## config.mk

```make
export PLATFORM = sky130hd
export DESIGN_NAME = uart_irq_ident
export DESIGN_NICKNAME = d
export VERILOG_FILES = /design/src/rtl/uart_irq_pkg.sv /design/src/rtl/irq_flag_bank.sv /design/src/rtl/flow_pin_edge.sv /design/src/rtl/irq_prio_enc.sv /design/src/rtl/uart_irq_ident.sv
export SDC_FILE = /design/constraint.sdc
export NUM_CORES = 1
export LEC_CHECK = 0
export BUFFER_PORTS_ARGS = -buffer_cell sky130_fd_sc_hd__buf_2
export CELL_PAD_IN_SITES_DETAIL_PLACEMENT = 0
export CELL_PAD_IN_SITES_GLOBAL_PLACEMENT = 1
export CORE_UTILIZATION = 27
export DETAILED_ROUTE_END_ITERATION = 8
export PLACE_DENSITY = 0.78
export SYNTH_ARGS = -nofsm -noshare
export SYNTH_HDL_FRONTEND = slang
export SYNTH_SLANG_ARGS = --single-unit
```

## constraint.sdc

```tcl
create_clock -name clk -period 1.7 [get_ports clk]
set_input_delay 0 -clock clk [delete_from_list [all_inputs] [get_ports clk]]
set_output_delay 0 -clock clk [all_outputs]
set_load 0.02 [all_outputs]
```

## src/rtl/uart_irq_pkg.sv

```systemverilog
package uart_irq_pkg;
  localparam int NSRC   = 7;
  localparam int NFLAG  = 7;
  localparam int NPIN   = 3;
  localparam int IIDW   = 6;

  // source indices match enable bit positions
  localparam int S_LSTAT = 0;
  localparam int S_RXDAT = 1;
  localparam int S_TXEMP = 2;
  localparam int S_MODEM = 3;
  localparam int S_RXTMO = 4;
  localparam int S_FLOWC = 5;
  localparam int S_PINCH = 6;

  // sticky flag indices
  localparam int F_FPB  = 0;
  localparam int F_OE   = 1;
  localparam int F_TMO  = 2;
  localparam int F_MSR  = 3;
  localparam int F_XOFF = 4;
  localparam int F_SPEC = 5;
  localparam int F_PIN  = 6;

  localparam logic [IIDW-1:0] IID_NONE  = 6'b000001;
  localparam logic [IIDW-1:0] IID_LSTAT = 6'b000110;
  localparam logic [IIDW-1:0] IID_RXTMO = 6'b001100;
  localparam logic [IIDW-1:0] IID_RXDAT = 6'b000100;
  localparam logic [IIDW-1:0] IID_TXEMP = 6'b000010;
  localparam logic [IIDW-1:0] IID_MODEM = 6'b000000;
  localparam logic [IIDW-1:0] IID_FLOWC = 6'b010000;
  localparam logic [IIDW-1:0] IID_PINCH = 6'b100000;

  // code reported for a source
  function automatic logic [IIDW-1:0] src_code(input int s);
    case (s)
      S_LSTAT: return IID_LSTAT;
      S_RXTMO: return IID_RXTMO;
      S_RXDAT: return IID_RXDAT;
      S_TXEMP: return IID_TXEMP;
      S_MODEM: return IID_MODEM;
      S_FLOWC: return IID_FLOWC;
      S_PINCH: return IID_PINCH;
      default: return IID_NONE;
    endcase
  endfunction

  // source at priority rank r (0 = most urgent)
  function automatic int rank_src(input int r);
    case (r)
      0: return S_LSTAT;
      1: return S_RXTMO;
      2: return S_RXDAT;
      3: return S_TXEMP;
      4: return S_MODEM;
      5: return S_FLOWC;
      default: return S_PINCH;
    endcase
  endfunction

  // level source select by FIFO mode
  function automatic logic mode_level(input logic fifo_on, input logic single_flag,
                                      input logic fifo_flag);
    return fifo_on ? fifo_flag : single_flag;
  endfunction
endpackage

```

## src/rtl/irq_flag_bank.sv

```systemverilog
module irq_flag_bank #(
  parameter int N = 7
) (
  input  logic         clk,
  input  logic         rst_n,
  input  logic [N-1:0] set_i,
  input  logic [N-1:0] clr_i,
  output logic [N-1:0] flag_o
);
  for (genvar i = 0; i < N; i++) begin : g_flag
    always_ff @(posedge clk or negedge rst_n) begin
      if (!rst_n)          flag_o[i] <= 1'b0;
      else if (set_i[i])   flag_o[i] <= 1'b1;
      else if (clr_i[i])   flag_o[i] <= 1'b0;
    end
  end
endmodule

```

## src/rtl/flow_pin_edge.sv

```systemverilog
module flow_pin_edge #(
  parameter int NPIN = 3
) (
  input  logic            clk,
  input  logic            rst_n,
  input  logic [NPIN-1:0] pins_i,
  output logic [NPIN-1:0] rise_o
);
  logic [NPIN-1:0] prev_q;

  for (genvar i = 0; i < NPIN; i++) begin : g_pin
    always_ff @(posedge clk or negedge rst_n) begin
      if (!rst_n) prev_q[i] <= 1'b1;
      else        prev_q[i] <= pins_i[i];
    end
    assign rise_o[i] = pins_i[i] & ~prev_q[i];
  end
endmodule

```

## src/rtl/irq_prio_enc.sv

```systemverilog
module irq_prio_enc
  import uart_irq_pkg::*;
#(
  parameter int N = NSRC
) (
  input  logic [N-1:0]      pend_i,
  output logic [IIDW-1:0]   code_o
);
  always_comb begin
    code_o = IID_NONE;
    for (int r = N - 1; r >= 0; r--) begin
      if (pend_i[rank_src(r)]) code_o = src_code(rank_src(r));
    end
  end
endmodule

```

## src/rtl/uart_irq_ident.sv

```systemverilog
module uart_irq_ident
  import uart_irq_pkg::*;
(
  input  logic            clk,
  input  logic            rst_n,
  input  logic [NSRC-1:0] ien,
  input  logic            fifo_en,
  input  logic            rx_fpb_evt,
  input  logic            rx_oe_evt,
  input  logic            rx_stale_evt,
  input  logic            rx_ready,
  input  logic            rx_above_trig,
  input  logic            tx_hold_empty,
  input  logic            tx_below_trig,
  input  logic            modem_chg_evt,
  input  logic            xoff_evt,
  input  logic            xon_evt,
  input  logic            spec_evt,
  input  logic [NPIN-1:0] flow_pins,
  input  logic            rd_data,
  input  logic            rd_lsr,
  input  logic            rd_msr,
  input  logic            rd_iir,
  output logic [IIDW-1:0] iid,
  output logic            irq
);
  logic [NPIN-1:0]  pin_rise;
  logic             pin_rise_any;
  logic [NFLAG-1:0] flag_set;
  logic [NFLAG-1:0] flag_clr;
  logic [NFLAG-1:0] flag_q;
  logic [NSRC-1:0]  pend_raw;
  logic [NSRC-1:0]  pend_masked;
  logic             spec_pend;
  logic             iir_ret_flowc;
  logic             iir_ret_pinch;

  flow_pin_edge #(.NPIN(NPIN)) u_edge (
    .clk(clk), .rst_n(rst_n), .pins_i(flow_pins), .rise_o(pin_rise)
  );

  assign pin_rise_any  = |pin_rise;
  assign iir_ret_flowc = rd_iir && (iid == IID_FLOWC);
  assign iir_ret_pinch = rd_iir && (iid == IID_PINCH);

  always_comb begin
    flag_set         = '0;
    flag_clr         = '0;
    flag_set[F_FPB]  = rx_fpb_evt;
    flag_clr[F_FPB]  = rd_data;
    flag_set[F_OE]   = rx_oe_evt;
    flag_clr[F_OE]   = rd_lsr;
    flag_set[F_TMO]  = rx_stale_evt;
    flag_clr[F_TMO]  = rd_data;
    flag_set[F_MSR]  = modem_chg_evt;
    flag_clr[F_MSR]  = rd_msr;
    flag_set[F_XOFF] = xoff_evt;
    flag_clr[F_XOFF] = xon_evt;
    flag_set[F_SPEC] = spec_evt;
    flag_clr[F_SPEC] = iir_ret_flowc;
    flag_set[F_PIN]  = pin_rise_any;
    flag_clr[F_PIN]  = iir_ret_pinch;
  end

  irq_flag_bank #(.N(NFLAG)) u_flags (
    .clk(clk), .rst_n(rst_n), .set_i(flag_set), .clr_i(flag_clr), .flag_o(flag_q)
  );

  assign spec_pend = flag_q[F_SPEC];

  always_comb begin
    pend_raw          = '0;
    pend_raw[S_LSTAT] = flag_q[F_FPB] | flag_q[F_OE];
    pend_raw[S_RXTMO] = flag_q[F_TMO];
    pend_raw[S_RXDAT] = mode_level(fifo_en, rx_ready, rx_above_trig);
    pend_raw[S_TXEMP] = mode_level(fifo_en, tx_hold_empty, tx_below_trig);
    pend_raw[S_MODEM] = flag_q[F_MSR];
    pend_raw[S_FLOWC] = flag_q[F_XOFF] | flag_q[F_SPEC];
    pend_raw[S_PINCH] = flag_q[F_PIN];
  end

  assign pend_masked = pend_raw & ien;

  irq_prio_enc #(.N(NSRC)) u_prio (
    .pend_i(pend_masked), .code_o(iid)
  );

  assign irq = ~iid[0];
endmodule

```

# ---- Word-level counts from Yosys, hierarchy flattened
# Cells that the tools add are included.
# Widths: inputs -> output; s select.
dict set report classes {
  n_eq_ne 44
  muxes 36
  bitwise 10
  n_reduce_logical 17
}
# cell n
set op_table {}
lappend op_table {{$eq 32x3->1 const B} 21}
lappend op_table {{$eq 32x2->1 const B} 14}
lappend op_table {{$pmux 6 s7} 7}
lappend op_table {{$eq 32x1->1 const B} 7}
lappend op_table {{$logic_not 32->1} 7}
lappend op_table {{$mux 32} 7}
lappend op_table {{$mux 6} 7}
lappend op_table {{$mux 1} 15}
lappend op_table {{$reduce_bool 2->1} 7}
lappend op_table {{$and 7x7->7} 1}
lappend op_table {{$eq 6x5->1 const B} 1}
lappend op_table {{$eq 6x6->1 const B} 1}
lappend op_table {{$not 1->1} 4}
lappend op_table {{$and 1x1->1} 3}
lappend op_table {{$reduce_or 3->1} 1}
lappend op_table {{$logic_and 1x1->1} 2}
lappend op_table {{$or 1x1->1} 2}
dict set report totals {
  regBits 10
  output_inout_bits 7
}

# ---- Longest topological paths before layout
dict set report depth {
  depth_word 16
  mapped_depth 4
}

# ---- Modules after synthesis
# Synthesis repeated with hierarchy kept, for this count alone.
dict set report hier_totals {
  cells_unflattened 52
  hier_area_um2 575.6
}
# module instances cells_per_inst area_per_inst_um2
set modules_own_cells {}
lappend modules_own_cells {irq_flag_bank 1 21 254.0}
lappend modules_own_cells {uart_irq_ident 1 16 127.6}
lappend modules_own_cells {flow_pin_edge 1 6 120.1}
lappend modules_own_cells {irq_prio_enc 1 9 73.8}

# ---- Worst setup path before layout
# No wires, ideal clock.
dict set report synth_path {
  path_kind {reg-to-output}
  startpoint {reg u_flags.flag_o[0]}
  endpoint {out iid[0]}
  t_arrival_ns 1.333
  required_time_ns 1.700
  setup_slack_ns 0.367
  stages_incl_launch_ff 5
  path_buffers 0
  path_cell_list {dfrtp_1 > o21a_1 > a221oi_4 > nand4_2 > a21oi_1}
}
dict set report synth_between {
  elab_chain_len 3
}
# element line_no
set synth_rtl {}
lappend synth_rtl {{start: declaration} irq_flag_bank.sv:8} ;# output logic [N-1:0] flag_o
lappend synth_rtl {{start signal: indexed assignment} irq_flag_bank.sv:12} ;# if (!rst_n) flag_o[i] <= 1'b0;
lappend synth_rtl {{start signal: indexed assignment} irq_flag_bank.sv:13} ;# else if (set_i[i]) flag_o[i] <= 1'b1;
lappend synth_rtl {{start signal: indexed assignment} irq_flag_bank.sv:14} ;# else if (clr_i[i]) flag_o[i] <= 1'b0;
lappend synth_rtl {{$or 1x1->1} uart_irq_ident.sv:73} ;# pend_raw[S_LSTAT] = flag_q[F_FPB] | flag_q[F_OE];
lappend synth_rtl {{$and 7x7->7} uart_irq_ident.sv:82} ;# assign pend_masked = pend_raw & ien;
lappend synth_rtl {{$mux 6} irq_prio_enc.sv:12} ;# if (pend_i[rank_src(r)]) code_o = src_code(rank_src(r));
lappend synth_rtl {{end: declaration} uart_irq_ident.sv:24} ;# output logic [IIDW-1:0] iid,
# Every way passes these cells.

# ---- Final worst setup path
# Same ends and word-level chain as after synthesis.

==> flow_summary.json <==
{
  "setup_viol": 0,
  "synthSimpleGateAreaFrac": 0.128,
  "antennaDiodeCount": 0,
  "power.share.clock": 0.342,
  "routed_wl_um": 1260,
  "initial_utilization": 0.290,
  "cts_tree": "built",
  "synth_top_family_by_area": "compound AO/OA/AOI/OAI gates",
  "die_h_um": 45.3,
  "clk_latency_ns": 0.26,
  "vdd_drop_max_v": 0.000502,
  "synth_xor_area_frac": 0,
  "clk_pin_slew_ns": 0.06,
  "synthArstFlopShare": 1.00,
  "dr.pass1.iters": 3,
  "arrival_ns": 1.61,
  "cp-end-kind": "output pin",
  "synthTopCellsByArea": "dfrtp_1 35%, dfstp_2 16%, a21o_1 8.9%, inv_1 6.7%, a221oi_4 5.2%",
  "timing.final.hold_violations": 0,
  "status": "finished, final reports clean",
  "gr-total-overflow": 0,
  "nets": 127,
  "cts_max_path_buffers": 2,
  "numCtsBuffers": 3,
  "p_int_mw": 0.458,
  "ys_seq_area_frac": 0.501,
  "leakagePower_nw": 0.471,
  "synth.ff_latch_count": 10,
  "vias": 540,
  "crit_path_max_incr_delay_ns": 0.38,
  "postPlaceCellArea_um2": 708,
  "cts.sinks": 10,
  "root_buffer": "clkbuf_4",
  "grt_max_degree": 11,
  "worstSetupPathType": "reg2out",
  "ant_nets": 0,
  "critical_path.cell_chain": "o21a_1 > a221oi_4 > nand4_2 > a21oi_1 > buf_4",
  "netlist.area_leader.share": 0.346,
  "area_growth_pct": 73.8,
  "cpMaxStageDelayCell": "dfrtp_1",
  "crit_path_start_kind": "register",
  "antenna_found_initial": 0,
  "io_buffers": 34,
  "drive_gt1_frac": 0.490,
  "drt_iter0_drc": 3,
  "ys.flop_type": "dfrtp_1",
  "synth_cell_type_count": 19,
  "ys_warn_count": 0,
  "finalPower_mw": 0.602,
  "synth_area_um2": 507,
  "cap_violations": 0,
  "viasPerCell": 4.39,
  "fp.coreArea_mm2": 0.00175,
  "gp_congestion": 0.588,
  "synth_fa_ha_area_frac": 0,
  "pwr-share-comb": 0.224,
  "path_delay_family": "compound AO/OA/AOI/OAI gates",
  "drc_errors": 0,
  "power.switching_mw": 0.144,
  "syn_nets": 76,
  "skew_ns": 0.00677,
  "tightest_slew_ns": 0.442,
  "ioPinCount": 35,
  "synth.mux.area_fraction": 0.0519,
  "seqPwrFrac": 0.434,
  "critPathRequiredTime_ns": 1.70,
  "powerDensity_mw_per_mm2": 683,
  "grt_pass1_vias": 493,
  "dieArea_mm2": 0.00205,
  "htree_levels": 1,
  "swShare": 0.239,
  "dp_hpwl_um": 980,
  "setup_tns_ns": 0,
  "finalInstanceArea_um2": 881,
  "dieWidth_um": 45.3,
  "synth_edf_count": 0,
  "slew_viol_final": 0,
  "path_buf_inv": 1,
  "synthCells": 48,
  "fmax_ghz": 0.622,
  "fin_crit_sh": 0.946,
  "rows": 15,
  "min_path_type": "in2reg",
  "yosys.area.top_type": "dfrtp_1",
  "rsz0062_at_grt": "yes",
  "cp_max_fo": 4,
  "wire_per_inst_um": 10.2,
  "grt_usage": 0.143,
  "grt_pass1_wl_um": 1990,
  "avgSynthCellArea_um2": 10.6,
  "filler_cell_count": 189,
  "synth-compound-area-share": 0.252,
  "fin_crit_ns": 1.61,
  "max_slew_margin": 0.705
}
-- worst reg2reg max path: stages, from the launching register on --
cell and delay [ns]:
dfrtp_1 0.38, o21a_1 0.21, a221oi_4 0.26, nand4_2 0.18, buf_4 0.17, a2bb2oi_1 0.13
-- repair_timing --
item | in CTS | in global routing
gates resized for setup | 0 | 5
endpoints found under the hold margin | 19 | 0
setup buffers | 0 | 1
hold buffers | 11 | 0
endpoints found under the setup margin | 0 | 3
-- registers in the layout (all words and copies together) (netlist names) --
name / cells
u_edge.prev_q: 3
u_flags.flag_o: 7
-- Yosys cell counts (2+ instances only) --
master and instances:
a21o_1 6, nand2_1 3, o21ai_0 3, inv_1 9, dfrtp_1 7, nor2_1 2
dfstp_2 3, nand3_1 3, and3_1 2
-- cells in the final DEF, fill, tap and decap left out, drive strengths merged, types with 2 or more instances in the layout --
cell type,Yosys,layout
buf,0,35
dlygate4sd3,0,11
inv,9,9
dfrtp,7,7
a21o,6,6
clkbuf,0,4
o21ai,3,3
nand2,3,3
nand3,3,3
dfstp,3,3
nor2,2,2
and3,2,2
mux2,2,2
-- power groups by stage --
stage	Sequential, mW	Combinational, mW	Clock [mW]
global route	0.263	0.149	0.230
finish	0.261	0.135	0.206
floorplan	0.264	0.0556	0
CTS	0.261	0.131	0.214
global placement	0.265	0.107	0
detailed placement	0.266	0.111	0
-- path summary, 6_finish.rpt --
path                                   startpoint                 to  slack [ns]  cells past startpoint
worst max-delay path            u_flags.flag_o[0]             iid[0]        0.09                      5
max in group asynchronous                   rst_n   u_edge.prev_q[2]        1.32                      2
worst min register to register  u_flags.flag_o[4]  u_flags.flag_o[4]        0.48                      1
worst max register to register  u_flags.flag_o[0]  u_flags.flag_o[6]        0.23                      5
min in group asynchronous                   rst_n  u_flags.flag_o[6]        0.13                      2
worst min-delay path                      xon_evt  u_flags.flag_o[4]        0.01                      3
-- per-layer routing --
| metal | GRT usage | wire length (µm) |
|---|---|---|
| met4 | 0.0545 | 0 |
| met2 | 0.252 | 685 |
| met3 | 0.0480 | 69 |
| met1 | 0.158 | 499 |
| met5 | 0 | 0 |
-- logic make-up (layout without fill, tap and decap cells) --
kind of cell | Yosys count | in the layout
multiplexers | 2 | 2
flip-flops | 10 | 10
AO/OA/AOI/OAI | 15 | 15
buffers and inverters | 9 | 59
AND/OR/NAND/NOR | 12 | 12
-- per-stage QoR --
stage          worst slack, ns  hold slack, ns  utilization  instances
5_1_grt                -0.0295         0.00836        0.505        123
6_report                0.0919          0.0114        0.505        123
4_1_cts                 0.0405         0.00402        0.490        122
3_5_place_dp             0.307          -0.132        0.406        107
3_3_place_gp             0.338          -0.134        0.406        107
2_1_floorplan            0.367          -0.296            -         48
-- final cells by class --
class / count / area, µm² / share of cell area
multi-input cells: 29 / 226 / 0.257
well taps: 25 / 31.3 / 0.0355
flip-flops and latches: 10 / 254 / 0.288
clock buffers: 4 / 36.3 / 0.0412
inverters: 9 / 33.8 / 0.0384
repair buffers: 46 / 299 / 0.339
Note: power is estimated with default switching activity, not from simulation.
